[src/rtl/tac_pkg.sv]
package tac_pkg;

  localparam int OP_W = 2;

  typedef enum logic [OP_W-1:0] {
    OP_NOR = 2'b00,
    OP_ADD = 2'b01,
    OP_STA = 2'b10,
    OP_JCC = 2'b11
  } op_e;

  typedef enum logic {
    PH_FETCH = 1'b0,
    PH_EXEC  = 1'b1
  } phase_e;

endpackage

[src/rtl/tac_rst_sync.sv]
module tac_rst_sync #(
  parameter int STAGES = 2
) (
  input  logic clk,
  input  logic rst_ni,
  output logic rst_no
);

  logic [STAGES-1:0] sync_q;

  always_ff @(posedge clk or negedge rst_ni) begin
    if (!rst_ni) begin
      sync_q <= '0;
    end else begin
      sync_q <= {sync_q[STAGES-2:0], 1'b1};
    end
  end

  assign rst_no = sync_q[STAGES-1];

endmodule

[src/rtl/tac_alu.sv]
module tac_alu
  import tac_pkg::*;
#(
  parameter int DATA_W = 8
) (
  input  op_e               op,
  input  logic [DATA_W-1:0] a,
  input  logic [DATA_W-1:0] b,
  input  logic              cin,
  output logic [DATA_W-1:0] res,
  output logic              cout
);

  logic [DATA_W:0] sum;

  always_comb begin
    sum  = {1'b0, a} + {1'b0, b};
    res  = a;
    cout = cin;
    case (op)
      OP_ADD: begin
        res  = sum[DATA_W-1:0];
        cout = sum[DATA_W];
      end
      OP_NOR: begin
        res  = ~(a | b);
        cout = cin;
      end
      default: begin
        res  = a;
        cout = cin;
      end
    endcase
  end

endmodule

[src/rtl/tac_ctrl.sv]
module tac_ctrl
  import tac_pkg::*;
#(
  parameter int ADDR_W = 6,
  localparam int DATA_W = ADDR_W + OP_W
) (
  input  logic              clk,
  input  logic              rst_n,
  input  logic [DATA_W-1:0] mem_rdata,
  input  logic              carry,
  output phase_e            phase,
  output op_e               op,
  output logic [ADDR_W-1:0] ir_addr,
  output logic [ADDR_W-1:0] pc,
  output logic [ADDR_W-1:0] mem_addr,
  output logic              mem_we,
  output logic              acc_en,
  output logic              carry_en
);

  phase_e            phase_q, phase_d;
  logic [DATA_W-1:0] ir_q;
  logic [ADDR_W-1:0] pc_q, pc_d;
  logic              ir_en, pc_en;
  logic              in_fetch, in_exec;

  assign op      = op_e'(ir_q[DATA_W-1 -: OP_W]);
  assign ir_addr = ir_q[ADDR_W-1:0];

  // next-state and enables
  always_comb begin
    in_fetch = (phase_q == PH_FETCH);
    in_exec  = (phase_q == PH_EXEC);
    phase_d  = in_fetch ? PH_EXEC : PH_FETCH;
    ir_en    = in_fetch;
    pc_en    = in_fetch || (in_exec && op == OP_JCC && !carry);
    pc_d     = in_fetch ? (pc_q + ADDR_W'(1)) : ir_addr;
    mem_addr = in_fetch ? pc_q : ir_addr;
    mem_we   = in_exec && (op == OP_STA);
    acc_en   = in_exec && (op == OP_ADD || op == OP_NOR);
    carry_en = in_exec && (op == OP_ADD || op == OP_JCC);
  end

  // registers
  always_ff @(posedge clk or negedge rst_n) begin
    if (!rst_n) begin
      phase_q <= PH_FETCH;
      pc_q    <= '0;
      ir_q    <= '0;
    end else begin
      phase_q <= phase_d;
      if (pc_en) pc_q <= pc_d;
      if (ir_en) ir_q <= mem_rdata;
    end
  end

  assign phase = phase_q;
  assign pc    = pc_q;

endmodule

[src/rtl/tac_datapath.sv]
module tac_datapath
  import tac_pkg::*;
#(
  parameter int DATA_W = 8
) (
  input  logic              clk,
  input  logic              rst_n,
  input  op_e               op,
  input  logic              acc_en,
  input  logic              carry_en,
  input  logic [DATA_W-1:0] alu_res,
  input  logic              alu_cout,
  output logic [DATA_W-1:0] acc,
  output logic              carry
);

  logic [DATA_W-1:0] acc_q;
  logic              carry_q, carry_d;

  // the jump always leaves the flag clear
  always_comb begin
    carry_d = (op == OP_JCC) ? 1'b0 : alu_cout;
  end

  always_ff @(posedge clk or negedge rst_n) begin
    if (!rst_n) begin
      acc_q   <= '0;
      carry_q <= 1'b0;
    end else begin
      if (acc_en)   acc_q   <= alu_res;
      if (carry_en) carry_q <= carry_d;
    end
  end

  assign acc   = acc_q;
  assign carry = carry_q;

endmodule

[src/rtl/tac_cpu.sv]
module tac_cpu
  import tac_pkg::*;
#(
  parameter int ADDR_W = 6,
  parameter int RST_STAGES = 2,
  localparam int DATA_W = ADDR_W + OP_W
) (
  input  logic              clk,
  input  logic              rst_n,
  output logic [ADDR_W-1:0] mem_addr,
  input  logic [DATA_W-1:0] mem_rdata,
  output logic [DATA_W-1:0] mem_wdata,
  output logic              mem_we
);

  logic              rst_sync_n;
  phase_e            phase;
  op_e               op;
  logic [ADDR_W-1:0] ir_addr;
  logic [ADDR_W-1:0] pc;
  logic              acc_en, carry_en;
  logic [DATA_W-1:0] acc, alu_res;
  logic              carry, alu_cout;

  tac_rst_sync #(.STAGES(RST_STAGES)) u_rst (
    .clk    (clk),
    .rst_ni (rst_n),
    .rst_no (rst_sync_n)
  );

  tac_ctrl #(.ADDR_W(ADDR_W)) u_ctrl (
    .clk       (clk),
    .rst_n     (rst_sync_n),
    .mem_rdata (mem_rdata),
    .carry     (carry),
    .phase     (phase),
    .op        (op),
    .ir_addr   (ir_addr),
    .pc        (pc),
    .mem_addr  (mem_addr),
    .mem_we    (mem_we),
    .acc_en    (acc_en),
    .carry_en  (carry_en)
  );

  tac_alu #(.DATA_W(DATA_W)) u_alu (
    .op   (op),
    .a    (acc),
    .b    (mem_rdata),
    .cin  (carry),
    .res  (alu_res),
    .cout (alu_cout)
  );

  tac_datapath #(.DATA_W(DATA_W)) u_dp (
    .clk      (clk),
    .rst_n    (rst_sync_n),
    .op       (op),
    .acc_en   (acc_en),
    .carry_en (carry_en),
    .alu_res  (alu_res),
    .alu_cout (alu_cout),
    .acc      (acc),
    .carry    (carry)
  );

  assign mem_wdata = acc;

endmodule

[config.mk]
export PLATFORM = sky130hd
export DESIGN_NAME = tac_cpu
export DESIGN_NICKNAME = d
export VERILOG_FILES = /design/src/rtl/tac_pkg.sv /design/src/rtl/tac_rst_sync.sv /design/src/rtl/tac_alu.sv /design/src/rtl/tac_ctrl.sv /design/src/rtl/tac_datapath.sv /design/src/rtl/tac_cpu.sv
export SDC_FILE = /design/constraint.sdc
export NUM_CORES = 1
export LEC_CHECK = 0
export BUFFER_PORTS_ARGS = -buffer_cell sky130_fd_sc_hd__buf_4
export CORE_UTILIZATION = 40
export CTS_BUF_LIST = sky130_fd_sc_hd__clkbuf_16
export CTS_CLUSTER_DIAMETER = 200
export DETAILED_ROUTE_END_ITERATION = 8
export PLACE_DENSITY = 0.7
export SLEW_MARGIN = 20
export SYNTH_ARGS = -nofsm -noshare
export SYNTH_HDL_FRONTEND = slang
export SYNTH_SLANG_ARGS = --single-unit
[constraint.sdc]
create_clock -name clk -period 1.14 [get_ports clk]
set_input_delay 0.228 -clock clk [delete_from_list [all_inputs] [get_ports clk]]
set_output_delay 0.228 -clock clk [all_outputs]
set_load 0.005 [all_outputs]
## Word-level counts from Yosys, hierarchy flattened

Index checks and enable logic that the tools add are counted.

- Flip-flop bits (word level): 26
- Input port bits: 10
- Logic and storage cells: 34

- Add/sub/neg operators: 2
- Equality and inequality tests: 3
- Muxes and demuxes: 6
- Bitwise gates (word level): 3
- Reduce and logical (&&, ||, !) cells: 14

Operators by type and width:

| operator | count |
|---|---|
| case mux 8 bit (2 select lines) | 1 |
| 2-to-1 mux 6 bit | 2 |
| adder 8 x 8 -> 9 bit | 1 |
| NOT 8 bit | 1 |
| OR 8 bit | 1 |
| adder 6 x 1 -> 6 bit (second input constant) | 1 |
| logical AND 1 bit | 5 |
| == test 2 bit (second input constant) | 2 |
| AND reduction 2 bit | 2 |
| nonzero test 2 bit | 2 |
| logical OR 1 bit | 3 |
| 2-to-1 mux 1 bit | 3 |
| == test 2 x 1 -> 1 bit (second input constant) | 1 |
| logical NOT 2 bit | 1 |
| logical NOT 1 bit | 1 |
| NOT 1 bit | 1 |

## Longest topological paths before layout

- Depth in word-level cells: 4
- Gate-level depth with buffers: 8
- Mapped depth without buffers: 8

## Cells and area by module

A second synthesis with hierarchy kept.

- Cells, all modules: 194
- Area total of the unflattened synthesis: 1,861.8 um^2

By module, submodules not included:

| module | instances | cells an instance | area an instance (um^2) | sequential area each (um^2) |
|---|---|---|---|---|
| tac_ctrl | 1 | 76 | 763.2 | 375.4 |
| tac_alu | 1 | 95 | 669.4 | 0.0 |
| tac_datapath | 1 | 20 | 375.4 | 225.2 |
| tac_rst_sync | 1 | 3 | 53.8 | 50.0 |

## Least setup slack after synthesis

Ideal clock, no wire load.

- Path kind: flip-flop to flip-flop
- Start: reg u_dp.acc_q[0], in the netlist u_dp.acc[0]
- End: reg u_dp.acc_q[6], in the netlist u_dp.acc[6]
- Setup time: 0.067 ns
- Data arrival time: 1.756 ns
- Path slack: -0.683 ns
- Cell stages (with the launch flop): 9
- Clock period less this slack: 1.823 ns
- Path through: dfrtp_1 -> ha_1 -> inv_1 -> fa_1 -> nor2b_4 -> o31a_1 -> o2111a_1 -> nor3_1 -> o311a_1

- Word-level cells in the longest chain between the ends: 2

RTL lines:

| item | line | text |
|---|---|---|
| from (decl) | tac_datapath.sv:17 | `logic [DATA_W-1:0] acc_q;` |
| from (signal assigned) | tac_datapath.sv:30 | `if (acc_en) acc_q <= alu_res;` |
| adder 8 x 8 -> 9 bit | tac_alu.sv:17 | `sum = {1'b0, a} + {1'b0, b};` |
| case mux 8 bit (2 select lines) | tac_alu.sv:20 | `case (op)` |

Every way passes these cells.
A chain may end at the register's enable or synchronous reset.

## Worst setup path after layout

Ends and elaborated chain as after synthesis.

==> reports/metrics.cfg <==
[power]
vdd_drop_max_v=0.00133
p_leak_uw=0.00144
power_density_nw_per_um2=1740

[synthesis]
netlist_area_um2=1650
synth_top_area_share_pct=39.3
avgSynthCellArea_um2=8.80
synthAdderAreaFrac_pct=14.1
yosys.area.top_type=dfrtp_1
yosys_register_bits=26
synth-seq-area-share_pct=39.3
synth_commonest_cells=dfrtp_1 (26), o21ai_0 (26), inv_1 (25), nand2_1 (25), ha_1 (17)
synth.area.top_cells=dfrtp_1 (39%), ha_1 (13%), o21ai_0 (7.9%)
yosysUniqueCellTypes=40
syn_inst=188
yosys.area_share.simple_pct=15.6
syn_nets=216
synth_compound_area_share_pct=19.4
synth_top_family_by_area=compound AO/OA/AOI/OAI gates
postSynth.asyncResetShare_pct=100
synth-xor-area-share_pct=1.59
synth_edf_count=0
synthMuxAreaShare_pct=1.82
synth_ff_type=dfrtp_1
synth_warnings=0

[floorplan]
ios=25
die_y_um=66.3
die_area_um2=4400
num_rows=23
die_width_um=66.3
start_util_pct=41.7
coreArea_um2=3970

[detailed_routing]
route.antenna.remaining_nets=0
drt_iter0_drc=84
drc=0
drtPass1Iterations=4
wirelength_um=4920
wl_per_cell_um=15.0
vias=1683
routed_via_density=5.13

[final_layout]
nNetsFinal=307
drive_above_1_share_pct=54.3
stdcell_area_um2=2920
regArea_um2=653
fillers=259
syn2layout_area_growth_pct=76.6
multi_input_area_um2=1180
instances_no_fill=328
insertedDiodeCount=0
final_util_pct=73.6

[cts]
path_clk_slew_ps=70
cts_tree=built
clk_path_buf_depth=2
cts_root_buf=clkbuf_16
htree_levels=1
cts.sinks=26
clock_latency_ps=270
numCtsBuffers=3

[critical_path]
rr_worst_depth=8
r2r-start=u_dp.acc[0]
worstSetupStartpoint=u_dp.acc[0]
endpoint=u_dp.acc[6]
worstPathArrival_ps=1950
critical_path_class=flip-flop to flip-flop
r2r_end=u_dp.acc[6]
r2r_slack_ps=-600
worst-path-max-fanout=4
critical_path.endpoint_type=flip-flop
crit_required_ps=1350
crit_path_start_kind=flip-flop

[timing]
max_freq_mhz=574
hold_viol=0
final-max-slew-violation-count=0
finalSetupViolations=26
setup_tns_ps=-7140
timing.final.ws_setup_ps=-602
period_needed_ps=1740
hold-worst-slack_ps=111
grt_setup_unrepaired=true
period_share_pct=153
worst_clock_skew_ps=5.13

[placed_design]
gp_congestion=0.767
port_buffers=24
place_hpwl_um=3010
place_inst=302
place_area_um2=2320

[outcome]
violations=setup timing
status=finished, violations left

[grt]
grt_overflow=0
grt_max_degree=21
first_global_vias=1622
gr-usage-all-layers_pct=22.7
grt_pass1_wl_um=7470
antenna_found_initial=0

[worst_hold_path]
hold_class=flip-flop to asynchronous set/reset pin

[run]
cap_violations=0

[registers in the layout, summed over array words and instances (netlist names)]
register	flops
u_rst.sync_q	2
u_ctrl.ir_q	8
u_ctrl.phase	1
u_dp.carry	1
u_dp.acc	8
u_ctrl.pc	6
[per-stage QoR]
step / power (µW) / setup WS (ps)
after floorplan: 2450 / -657
after global placement: 3360 / -647
after detailed placement: 3440 / -707
after CTS: 4850 / -609
after global routing: 5390 / -686
final: 5070 / -602
[power by group]
part	switching, µW	internal [µW]	leakage [µW]
clock network	352	700	0.0000511
registers	233	1150	0.000311
logic	1090	1550	0.00108
total	1670	3400	0.00144
[cell usage in the layout, fill, tap and decap left out, types with 3 or more instances in the layout]
master	Yosys	layout
a22o_1	3	3
buf_4	1	60
buf_6	0	29
clkbuf_16	0	3
dfrtp_1	26	24
ha_1	17	8
ha_4	0	7
inv_1	25	17
inv_2	0	7
nand2_1	25	15
nand2_2	0	3
nand2_4	0	6
nand3_1	5	4
nor2_1	5	5
o21a_1	3	3
o21ai_0	26	9
o21ai_1	1	8
o21ai_2	0	8
o21ai_4	0	3
[logic make-up after synthesis]
group                      after synthesis
AOI/OAI and AO/OA                       52
and+or+nand+nor                         52
other                                    1
adders and majority gates               18
xor gates and xnor gates                 3
DFF                                     26
buffers and inverters                   33
muxes                                    3
[how the worst min path moves through the flow]
stage                     from              end  slack (ps)  cells after the start
2_1_floorplan            rst_n  u_rst.sync_q[0]         -70                      0
3_5_place_dp             rst_n  u_rst.sync_q[1]          10                      1
5_1_grt        u_rst.sync_q[1]      u_dp.acc[3]         140                      0
6_report       u_rst.sync_q[1]      u_dp.acc[3]         110                      0
4_1_cts        u_rst.sync_q[1]      u_dp.acc[3]         130                      0
3_3_place_gp             rst_n  u_rst.sync_q[1]          10                      1
[cell type report]
type / instances / area share, %
multi-input cells: 130 / 40.3
repair buffers: 93 / 28.3
flip-flops and latches: 26 / 22.4
inverters: 25 / 3.30
clock buffers: 3 / 2.57
well taps: 50 / 2.14
clock inverters: 1 / 1.03
[what timing repair did]
item                                    CTS  global route
resized for setup                        66            29
endpoints found under the setup margin   29            31
hold endpoints to repair                  2             0
setup buffers                            13            11
hold buffers                              1             0
pin swaps                                22             6
cloned                                    3             0
[layer usage]
metal	wire (µm)	global-route usage, %
met5	0	0
met4	51	5.85
met3	137	4.48
met2	2640	40.7
met1	2100	27.5
[critical path, cell delays in order (launching register included)]
cell and delay [ps]:
dfrtp_1 380, ha_2 190, inv_2 50, fa_2 210, nor2b_4 40, o31a_1 280
o2111a_1 260, nor3_2 100, o311a_1 160
Power figures use the tool's default switching activity.
